### src/rtl/vt_pkg.sv
package vt_pkg;
  typedef enum logic [2:0] {
    ST_IDLE = 3'd0,
    ST_EAV  = 3'd1,
    ST_LINE = 3'd2,
    ST_SAV  = 3'd3,
    ST_CNT  = 3'd4,
    ST_DONE = 3'd5
  } vt_stage_e;
endpackage

### src/rtl/vt_pre_det.sv
// Three-comparator preamble tracker; flags the status word after a full match.
module vt_pre_det #(
  parameter int DW = 10
) (
  input  logic          clk,
  input  logic          rst,
  input  logic          en,
  input  logic          vld,
  input  logic [DW-1:0] word,
  input  logic [DW-1:0] p0,
  input  logic [DW-1:0] p1,
  input  logic [DW-1:0] p2,
  output logic          xyz_hit
);
  localparam int PW = 2;
  localparam logic [PW-1:0] POS_XYZ = PW'(3);

  logic [PW-1:0] pos;
  logic [DW-1:0] exp_w;
  logic          is_p0;

  always_comb begin
    case (pos)
      2'd0:    exp_w = p0;
      2'd1:    exp_w = p1;
      default: exp_w = p2;
    endcase
  end

  assign is_p0   = (word == p0);
  assign xyz_hit = en && vld && (pos == POS_XYZ);

  always_ff @(posedge clk) begin
    if (rst || !en) begin
      pos <= '0;
    end else if (vld) begin
      if (pos == POS_XYZ)     pos <= is_p0 ? PW'(1) : '0;
      else if (word == exp_w) pos <= pos + PW'(1);
      else                    pos <= is_p0 ? PW'(1) : '0;
    end
  end

  // progress holds over invalid words
  a_r9_pos_hold: assert property (@(posedge clk) disable iff (rst)
    (en && !vld) |=> $stable(pos));
  // a breaking first-preamble word restarts at position one
  a_r4_restart: assert property (@(posedge clk) disable iff (rst)
    (en && vld && pos != POS_XYZ && word != exp_w && is_p0) |=> (pos == PW'(1)));
endmodule

### src/rtl/vt_line_cmp.sv
// Reads the two line-number words and compares the assembled number.
module vt_line_cmp #(
  parameter int DW     = 10,
  parameter int LW     = 11,
  parameter int LO_W   = 7,
  parameter int FLD_LSB = 2
) (
  input  logic          clk,
  input  logic          rst,
  input  logic          en,
  input  logic          vld,
  input  logic [DW-1:0] word,
  input  logic [LW-1:0] cfg_line,
  output logic          done,
  output logic          match
);
  localparam int HI_W = LW - LO_W;

  logic            half;
  logic [LO_W-1:0] lo_q;

  always_ff @(posedge clk) begin
    if (rst || !en) half <= 1'b0;
    else if (vld)   half <= ~half;
  end

  always_ff @(posedge clk) begin
    if (rst)                     lo_q <= '0;
    else if (en && vld && !half) lo_q <= word[FLD_LSB +: LO_W];
  end

  assign done  = en && vld && half;
  assign match = ({word[FLD_LSB +: HI_W], lo_q} == cfg_line);

  // first valid word moves to the second half
  a_r5_half_step: assert property (@(posedge clk) disable iff (rst)
    (en && vld && !half) |=> half);
endmodule

### src/rtl/vt_word_cnt.sv
// Post-marker word counter; fires on the (limit+1)th valid word.
module vt_word_cnt #(
  parameter int CW = 16
) (
  input  logic          clk,
  input  logic          rst,
  input  logic          en,
  input  logic          vld,
  input  logic [CW-1:0] limit,
  output logic          fire
);
  logic [CW-1:0] cnt;

  assign fire = en && vld && (cnt == limit);

  always_ff @(posedge clk) begin
    if (rst || !en) cnt <= '0;
    else if (vld)   cnt <= fire ? '0 : cnt + CW'(1);
  end

  // each counted word advances the count by one
  a_r7_cnt_step: assert property (@(posedge clk) disable iff (rst)
    (en && vld && !fire) |=> (cnt == $past(cnt) + CW'(1)));
  // count holds over invalid words
  a_r9_cnt_hold: assert property (@(posedge clk) disable iff (rst)
    (en && !vld) |=> $stable(cnt));
endmodule

### src/rtl/vid_trig_seq.sv
module vid_trig_seq
  import vt_pkg::*;
#(
  parameter int DW    = 10,
  parameter int LW    = 11,
  parameter int CW    = 16,
  parameter int H_BIT = 6
) (
  input  logic          clk,
  input  logic          rst,
  input  logic          arm,
  input  logic [DW-1:0] word_i,
  input  logic          word_vld,
  input  logic [DW-1:0] cfg_pre0,
  input  logic [DW-1:0] cfg_pre1,
  input  logic [DW-1:0] cfg_pre2,
  input  logic [LW-1:0] cfg_line,
  input  logic [CW-1:0] cfg_count,
  output logic          trig_o,
  output logic [2:0]    stage_o
);
  vt_stage_e st, st_nx;
  logic en_srch, en_line, en_cnt;
  logic xyz_hit, ln_done, ln_match, cnt_fire, h_flag;
  logic trig_q;

  assign en_srch = (st == ST_EAV || st == ST_SAV) && !arm;
  assign en_line = (st == ST_LINE) && !arm;
  assign en_cnt  = (st == ST_CNT) && !arm;
  assign h_flag  = word_i[H_BIT];

  vt_pre_det #(.DW(DW)) u_pre (
    .clk(clk), .rst(rst), .en(en_srch), .vld(word_vld), .word(word_i),
    .p0(cfg_pre0), .p1(cfg_pre1), .p2(cfg_pre2), .xyz_hit(xyz_hit)
  );

  vt_line_cmp #(.DW(DW), .LW(LW)) u_line (
    .clk(clk), .rst(rst), .en(en_line), .vld(word_vld), .word(word_i),
    .cfg_line(cfg_line), .done(ln_done), .match(ln_match)
  );

  vt_word_cnt #(.CW(CW)) u_cnt (
    .clk(clk), .rst(rst), .en(en_cnt), .vld(word_vld),
    .limit(cfg_count), .fire(cnt_fire)
  );

  always_comb begin
    st_nx = st;
    if (arm) begin
      st_nx = ST_EAV;
    end else begin
      case (st)
        ST_EAV:  if (xyz_hit && h_flag)  st_nx = ST_LINE;
        ST_LINE: if (ln_done)            st_nx = ln_match ? ST_SAV : ST_EAV;
        ST_SAV:  if (xyz_hit && !h_flag) st_nx = ST_CNT;
        ST_CNT:  if (cnt_fire)           st_nx = ST_DONE;
        default: st_nx = st;
      endcase
    end
  end

  always_ff @(posedge clk) begin
    if (rst) begin
      st     <= ST_IDLE;
      trig_q <= 1'b0;
    end else begin
      st     <= st_nx;
      trig_q <= cnt_fire;
    end
  end

  assign trig_o  = trig_q;
  assign stage_o = st;

  // reset state
  a_r1_reset: assert property (@(posedge clk)
    rst |=> (stage_o == 3'd0 && !trig_o));
  // arm restarts at the first stage
  a_r2_arm: assert property (@(posedge clk) disable iff (rst)
    arm |=> (stage_o == 3'd1 && !trig_o));
  // trigger is a single-cycle pulse that coincides with done
  a_r7_pulse: assert property (@(posedge clk) disable iff (rst)
    trig_o |=> !trig_o);
  a_r7_with_done: assert property (@(posedge clk) disable iff (rst)
    trig_o |-> (stage_o == 3'd5));
  // done holds until re-armed
  a_r8_done_hold: assert property (@(posedge clk) disable iff (rst)
    (stage_o == 3'd5 && !arm) |=> (stage_o == 3'd5 && !trig_o));
  // invalid words change nothing
  a_r9_stage_hold: assert property (@(posedge clk) disable iff (rst)
    (!word_vld && !arm) |=> $stable(stage_o));
endmodule

### config.mk
export PLATFORM = sky130hd
export DESIGN_NAME = vid_trig_seq
export DESIGN_NICKNAME = d
export VERILOG_FILES = /design/src/rtl/vt_pkg.sv /design/src/rtl/vt_pre_det.sv /design/src/rtl/vt_line_cmp.sv /design/src/rtl/vt_word_cnt.sv /design/src/rtl/vid_trig_seq.sv
export SDC_FILE = /design/constraint.sdc
export NUM_CORES = 1
export LEC_CHECK = 0
export ABC_CLOCK_PERIOD_IN_PS = 2200
export CAP_MARGIN = 40
export CORE_UTILIZATION = 35
export CTS_CLUSTER_DIAMETER = 30
export DETAILED_ROUTE_END_ITERATION = 16
export DONT_BUFFER_PORTS = 1
export PLACE_DENSITY = 0.51
export SYNTH_ARGS = -nofsm -noshare
export SYNTH_HDL_FRONTEND = slang
export SYNTH_HIERARCHICAL = 1
export SYNTH_SLANG_ARGS = --single-unit
### constraint.sdc
create_clock -name clk -period 2.2 [get_ports clk]
set_input_delay 0.33 -clock clk [delete_from_list [all_inputs] [get_ports clk]]
set_output_delay 0.33 -clock clk [all_outputs]
set_load 0.005 [all_outputs]
-- After elaboration in Yosys (flattened, before gate mapping)
Index checks and enable logic that the tools add are counted.
- bits in registers: 30
- bits in latches: 0
- RAM bits: 0
- bits in read-only memories: 0
- word-level logic and storage cells: 68
- memories kept: 0
- add/subtract/negate cells: 2
- $mul: 0
- divide/modulo/power cells: 0
- order comparisons: 0
- equality and inequality tests: 18
- shift-type cells: 0
- multiplexer cells: 12
- bitwise logic cells: 1
- reductions and logical operators: 28
- operators by type and width (operator ; count):
    $eq A10 B10 Y1 ; 2
    $pmux W10 S2 ; 1
    $add A16 B1 Y16 const B ; 1
    $eq A16 B16 Y1 ; 1
    $mux W16 ; 1
    $logic_and A1 B1 Y1 ; 12
    $mux W3 ; 4
    $pmux W3 S4 ; 1
    $eq A11 B11 Y1 ; 1
    $reduce_and A5 Y1 ; 2
    $eq A3 B2 Y1 const B ; 2
    $logic_not A1 Y1 ; 6
    $mux W2 ; 3
    $ne A3 B2 Y1 const B ; 2
    $ne A3 B3 Y1 const B ; 2
    $reduce_bool A5 Y1 ; 1
    $logic_or A1 B1 Y1 ; 4
    $ne A2 B1 Y1 const B ; 2
    $ne A2 B2 Y1 const B ; 2
    $reduce_bool A4 Y1 ; 1
    $eq A3 B1 Y1 const B ; 1
    $eq A3 B3 Y1 const B ; 1
    $add A2 B1 Y2 const B ; 1
    $eq A2 B1 Y1 const B ; 1
    5 further kinds ; 6

-- Logic depth before layout (Yosys ltp)
- depth after elaboration: 9
- depth in mapped cells: 9
- gate-level depth less buffers: 8

-- Cells and area by module
The synthesis kept the hierarchy.
- modules (own cells, without submodules) (module ; instances ; cells each ; area each (µm²) ; sequential area each (µm²)):
    vt_word_cnt ; 1 ; 102 ; 888.4 ; 320.3
    vt_pre_det ; 1 ; 68 ; 548.0 ; 40.0
    vt_line_cmp ; 1 ; 43 ; 421.7 ; 160.2
    vid_trig_seq ; 1 ; 22 ; 217.7 ; 80.1

-- Worst setup path before layout
Ideal clock, no wire load.
- kind: reg-to-reg
- start point: register u_pre.pos[0]
- end point: register u_pre.pos[0]
- arrival: 1.900 ns
- required time: 2.128 ns
- path slack: 0.228 ns
- stages on the path, launching flop included: 10
- buffers on the path: 1
- cells stage by stage: dfxtp_1 -> inv_1 -> ha_1 -> buf_6 -> nor2_2 -> a21oi_2 -> xnor2_1 -> nor4_1 -> and4_1 -> mux2i_1
- cells in the longest elaborated chain, start to end: 5
- RTL lines (what ; line ; text):
    start, declared ; vt_pre_det.sv:18 ; logic [PW-1:0] pos;
    start signal, assigned ; vt_pre_det.sv:37 ; if (pos == POS_XYZ) pos <= is_p0 ? PW'(1) : '0;
    start signal, assigned ; vt_pre_det.sv:38 ; else if (word == exp_w) pos <= pos + PW'(1);
    start signal, assigned ; vt_pre_det.sv:39 ; else pos <= is_p0 ? PW'(1) : '0;
    $eq A2 B1 Y1 / $logic_not A2 Y1 (equally long branches) ; vt_pre_det.sv:23 ; case (pos)
    $pmux W10 S2 ; vt_pre_det.sv:23 ;
    $eq A10 B10 Y1 ; vt_pre_det.sv:38 ;
    $mux W2 ; vt_pre_det.sv:38 ;
    $mux W2 * ; vt_pre_det.sv:37 ;
Mark *: on every way between the ends. The rest lies on a longest branch, timed or not.
A chain may end at the register's enable or synchronous reset.

-- Worst setup path after layout
- start point: register u_pre.pos[1]
- end point: register u_pre.pos[0]
Same word-level chain as after synthesis.

==> impl_metrics.json <==
{
  "start_util": 0.370,
  "max_cap_viol_count": 0,
  "timing.hold.worst_path_depth": 1,
  "design.core.area_sq_um": 5610,
  "met2_wirelength_microns": 2040,
  "grt_use_total": 0.159,
  "worst_hold_path.endpoint": "stage_o[0]$_SDFFE_PP0P_",
  "clkTransAtPathRegs_ns": 0.06,
  "yosysTopAreaCellShare": 0.289,
  "worst_slew_pin_slew_ns": 0.436,
  "regToRegEndpoint": "u_pre/pos[0]$_SDFFE_PP0P_",
  "largest_cells_by_area_after_synthesis": "sky130_fd_sc_hd__dfxtp_1 (29%), sky130_fd_sc_hd__xnor2_1 (17%), sky130_fd_sc_hd__xor2_1 (10%), sky130_fd_sc_hd__nor2_1 (5.4%), sky130_fd_sc_hd__mux2i_1 (4.8%)",
  "timing_hold_violations_final": 0,
  "critical_path.top_delay_family": "simple AND/OR/NAND/NOR gates",
  "critPathMaxFanout": 7,
  "critical-path-max-stage-delay_ns": 0.36,
  "met3RoutedLength_microns": 309,
  "r2r_start": "u_pre/pos[1]$_SDFFE_PP0P_",
  "synthDominantAreaCellType": "sky130_fd_sc_hd__dfxtp_1",
  "bufs_and_invs_on_worst_path": 2,
  "postCtsSetupRepairBufs": 0,
  "postRouteAntennaNets": 0,
  "mostFrequentLayoutCell": "sky130_fd_sc_hd__xnor2_1",
  "top_layer": "met4",
  "grt_start_max_net_pins": 16,
  "reg2reg_slack_ns": 0.20,
  "synth_async_sr_flop_share": 0,
  "layout.nets": 321,
  "insertion_delay_ns": 0.27,
  "detail_route.vias_per_cell": 5.16,
  "wire_length_of_the_first_global_routing_pass_microns": 7600,
  "setup_repair_after_global_routing_missed_its_margin": "false",
  "cellPowerDensity_nw_per_um2": 477,
  "fp-row-count": 27,
  "total_of_flip_flops_plus_latches_after_synthesis": 30,
  "h-tree-depth": 2,
  "outcome": "complete, no violations",
  "setup.worst_path.end_class": "register",
  "cts_root_buf": "sky130_fd_sc_hd__clkbuf_8",
  "antenna_found_initial": 0,
  "filler_cells": 596,
  "tritoncts_num_sinks": 30,
  "yosys.cell_types.count": 37,
  "ys_dominant_reg_cell": "sky130_fd_sc_hd__dfxtp_1",
  "worstRegToRegCells": 9,
  "routedLengthMet1_microns": 2210,
  "antenna-diode-count": 0,
  "clock_path_buffers": 2,
  "final_cell_mix": "sky130_fd_sc_hd__xnor2_1 (41), sky130_fd_sc_hd__nor2_1 (30), sky130_fd_sc_hd__dfxtp_1 (30), sky130_fd_sc_hd__xor2_1 (24)",
  "final_cells": 319,
  "final_period_minus_worst_setup_slack_ns": 2.00,
  "timing_worst_setup_path_type": "register to register",
  "hp-start": "rst",
  "ir_worst_vdd_mv": 0.346,
  "remaining_drc_errors": 0,
  "cts_buffers": 5,
  "route.vias.total": 1647,
  "synth.avg_cell_area_sq_um": 8.83,
  "gp_congestion": 0.770,
  "final.period_utilization": 0.908,
  "height_of_the_die_microns": 79.0,
  "numPlacedInstances": 311,
  "synth-edff-count": 0,
  "synth-warning-count": 6,
  "timing.slew.headroom": 0.705,
  "die_width_microns": 79.0,
  "part_of_the_yosys_area_used_for_sequential_elements": 0.289,
  "worst_path_max_delay_cell": "sky130_fd_sc_hd__dfxtp_1",
  "postCtsHoldBufs": 0,
  "syn-instance-count": 235,
  "final_max_slew_viol_count": 0,
  "worst_hold_check_path_type": "input port to register",
  "timing.setup.tns_ns": 0,
  "synth_nets": 310,
  "crit_chain": "inv_1 -> ha_1 -> buf_4 -> a22o_1 -> a21oi_1 -> xnor2_1 -> nor3_1 -> and4_1 -> mux2i_1",
  "power.leakage_uw": 0.000816,
  "pre_repair_dr_iteration_count": 4,
  "grt_pass1_vias": 1625,
  "fraction_of_layout_instances_using_a_drive_strength_above_1": 0.105,
  "fmax_ghz": 0.501,
  "layout-area-overhead-vs-synth_pct": 10.0,
  "fp.dieArea_sq_um": 6240,
  "worst_ep_required_time_ns": 2.41,
  "globalRoute.totalOverflow": 0,
  "detailed_place_hpwl_microns": 3670,
  "routed_wirelength_microns": 4600,
  "setup_viol_count_final": 0,
  "timing.clock.skew_ns": 0.00407,
  "critical_path.startpoint_type": "register",
  "drt_first_iter_violations": 52,
  "crit_path_arrival_time_ns": 2.20,
  "tritoncts": "done",
  "port_buffers": 0,
  "post_detailed_route_wirelength_per_cell_microns": 14.4,
  "io_pins": 75,
  "synthesized_cell_area_sq_um": 2080
}
## cells by family (layout without fill, tap and decap cells)
family,count (synthesis),in the layout,synth area share
AOI/OAI and AO/OA,27,27,0.107
xor gates and xnor gates,65,65,0.274
adders and majority gates,4,4,0.0241
buffers and inverters,12,24,0.0374
DFF,30,30,0.289
muxes,10,10,0.0482
and+or+nand+nor,87,87,0.220
## per-layer routing
metal | vias to the layer above | GRT usage
met1 | 753 | 0.215
met3 | 2 | 0.0552
met4 | 0 | 0.0545
met2 | 48 | 0.234
li1 | 844 | -
met5 | - | 0
## cells in the mapped netlist (2+ instances only)
| cell type | instances |
|---|---|
| sky130_fd_sc_hd__nor4b_1 | 2 |
| sky130_fd_sc_hd__a21oi_1 | 8 |
| sky130_fd_sc_hd__a22o_1 | 11 |
| sky130_fd_sc_hd__ha_1 | 4 |
| sky130_fd_sc_hd__nor2b_1 | 3 |
| sky130_fd_sc_hd__mux2i_1 | 10 |
| sky130_fd_sc_hd__nor4_1 | 7 |
| sky130_fd_sc_hd__dfxtp_1 | 30 |
| sky130_fd_sc_hd__nor3_1 | 9 |
| sky130_fd_sc_hd__nand4_1 | 9 |
| sky130_fd_sc_hd__xnor2_1 | 41 |
| sky130_fd_sc_hd__nand3_1 | 5 |
| sky130_fd_sc_hd__and4_1 | 2 |
| sky130_fd_sc_hd__buf_6 | 4 |
| sky130_fd_sc_hd__a21oi_2 | 2 |
| sky130_fd_sc_hd__nand2_1 | 9 |
| sky130_fd_sc_hd__xor2_1 | 24 |
| sky130_fd_sc_hd__nor2_1 | 30 |
| sky130_fd_sc_hd__and3_1 | 3 |
| sky130_fd_sc_hd__inv_1 | 5 |
## cell type report
cell class                      count  area, sq um  area share
Inverter                            5         18.8     0.00822
Tap cell                           72         90.1      0.0395
Clock inverter                      1         5.00     0.00219
Timing Repair Buffer               11         82.6      0.0362
Multi-Input combinational cell    193         1400       0.613
Sequential cell                    30          601       0.263
Clock buffer                        7         86.3      0.0378
## worst reg2reg max path, cell delays in order (launching register included)
cell and delay, ns:
sky130_fd_sc_hd__dfxtp_1 0.36, sky130_fd_sc_hd__inv_1 0.07, sky130_fd_sc_hd__ha_1 0.25, sky130_fd_sc_hd__buf_4 0.19, sky130_fd_sc_hd__a22o_1 0.20, sky130_fd_sc_hd__a21oi_1 0.17, sky130_fd_sc_hd__xnor2_1 0.09, sky130_fd_sc_hd__nor3_1 0.18
sky130_fd_sc_hd__and4_1 0.25, sky130_fd_sc_hd__mux2i_1 0.17
## flip-flops by register name, indices dropped and copies added (netlist names)
signal / count
trig_o: 1
u_pre/pos: 2
u_line/lo_q: 7
stage_o: 3
u_line/half: 1
u_cnt/cnt: 16
## worst max path at each step
| stage | slack (ns) | from | cells after the start | endpoint |
|---|---|---|---|---|
| CTS | 0.09 | u_pre/pos[0]$_SDFFE_PP0P_ | 8 | u_pre/pos[0]$_SDFFE_PP0P_ |
| global placement | 0.18 | u_pre/pos[0]$_SDFFE_PP0P_ | 8 | u_pre/pos[0]$_SDFFE_PP0P_ |
| detailed placement | 0.11 | u_pre/pos[0]$_SDFFE_PP0P_ | 8 | u_pre/pos[0]$_SDFFE_PP0P_ |
| finish | 0.20 | u_pre/pos[1]$_SDFFE_PP0P_ | 9 | u_pre/pos[0]$_SDFFE_PP0P_ |
| floorplan | 0.23 | u_pre/pos[0]$_SDFFE_PP0P_ | 9 | u_pre/pos[0]$_SDFFE_PP0P_ |
| global route | 0.02 | u_pre/pos[1]$_SDFFE_PP0P_ | 9 | u_pre/pos[0]$_SDFFE_PP0P_ |
## power by group
part	switching (uW)	internal (uW)	total (uW)
Clock	192	252	444
Sequential	0.605	545	545
Combinational	38.9	61.1	100
## repair_timing
item / in CTS / in global routing
endpoints found under the hold margin: 0 / 0
setup endpoints to repair: 0 / 2
resized for setup: 0 / 1
## per-stage QoR
step	utilization	instance area, sq um	worst slack [ns]	hold slack [ns]	power [uW]
final	0.407	2280	0.202	0.120	1090
after global routing	0.407	2280	0.0207	0.101	1150
after CTS	0.407	2280	0.0906	0.106	1110
after detailed placement	0.390	2190	0.107	0.407	656
after global placement	0.390	2190	0.179	0.407	658
after floorplan	-	2080	0.228	0.402	647
Power figures use the tool's default switching activity.
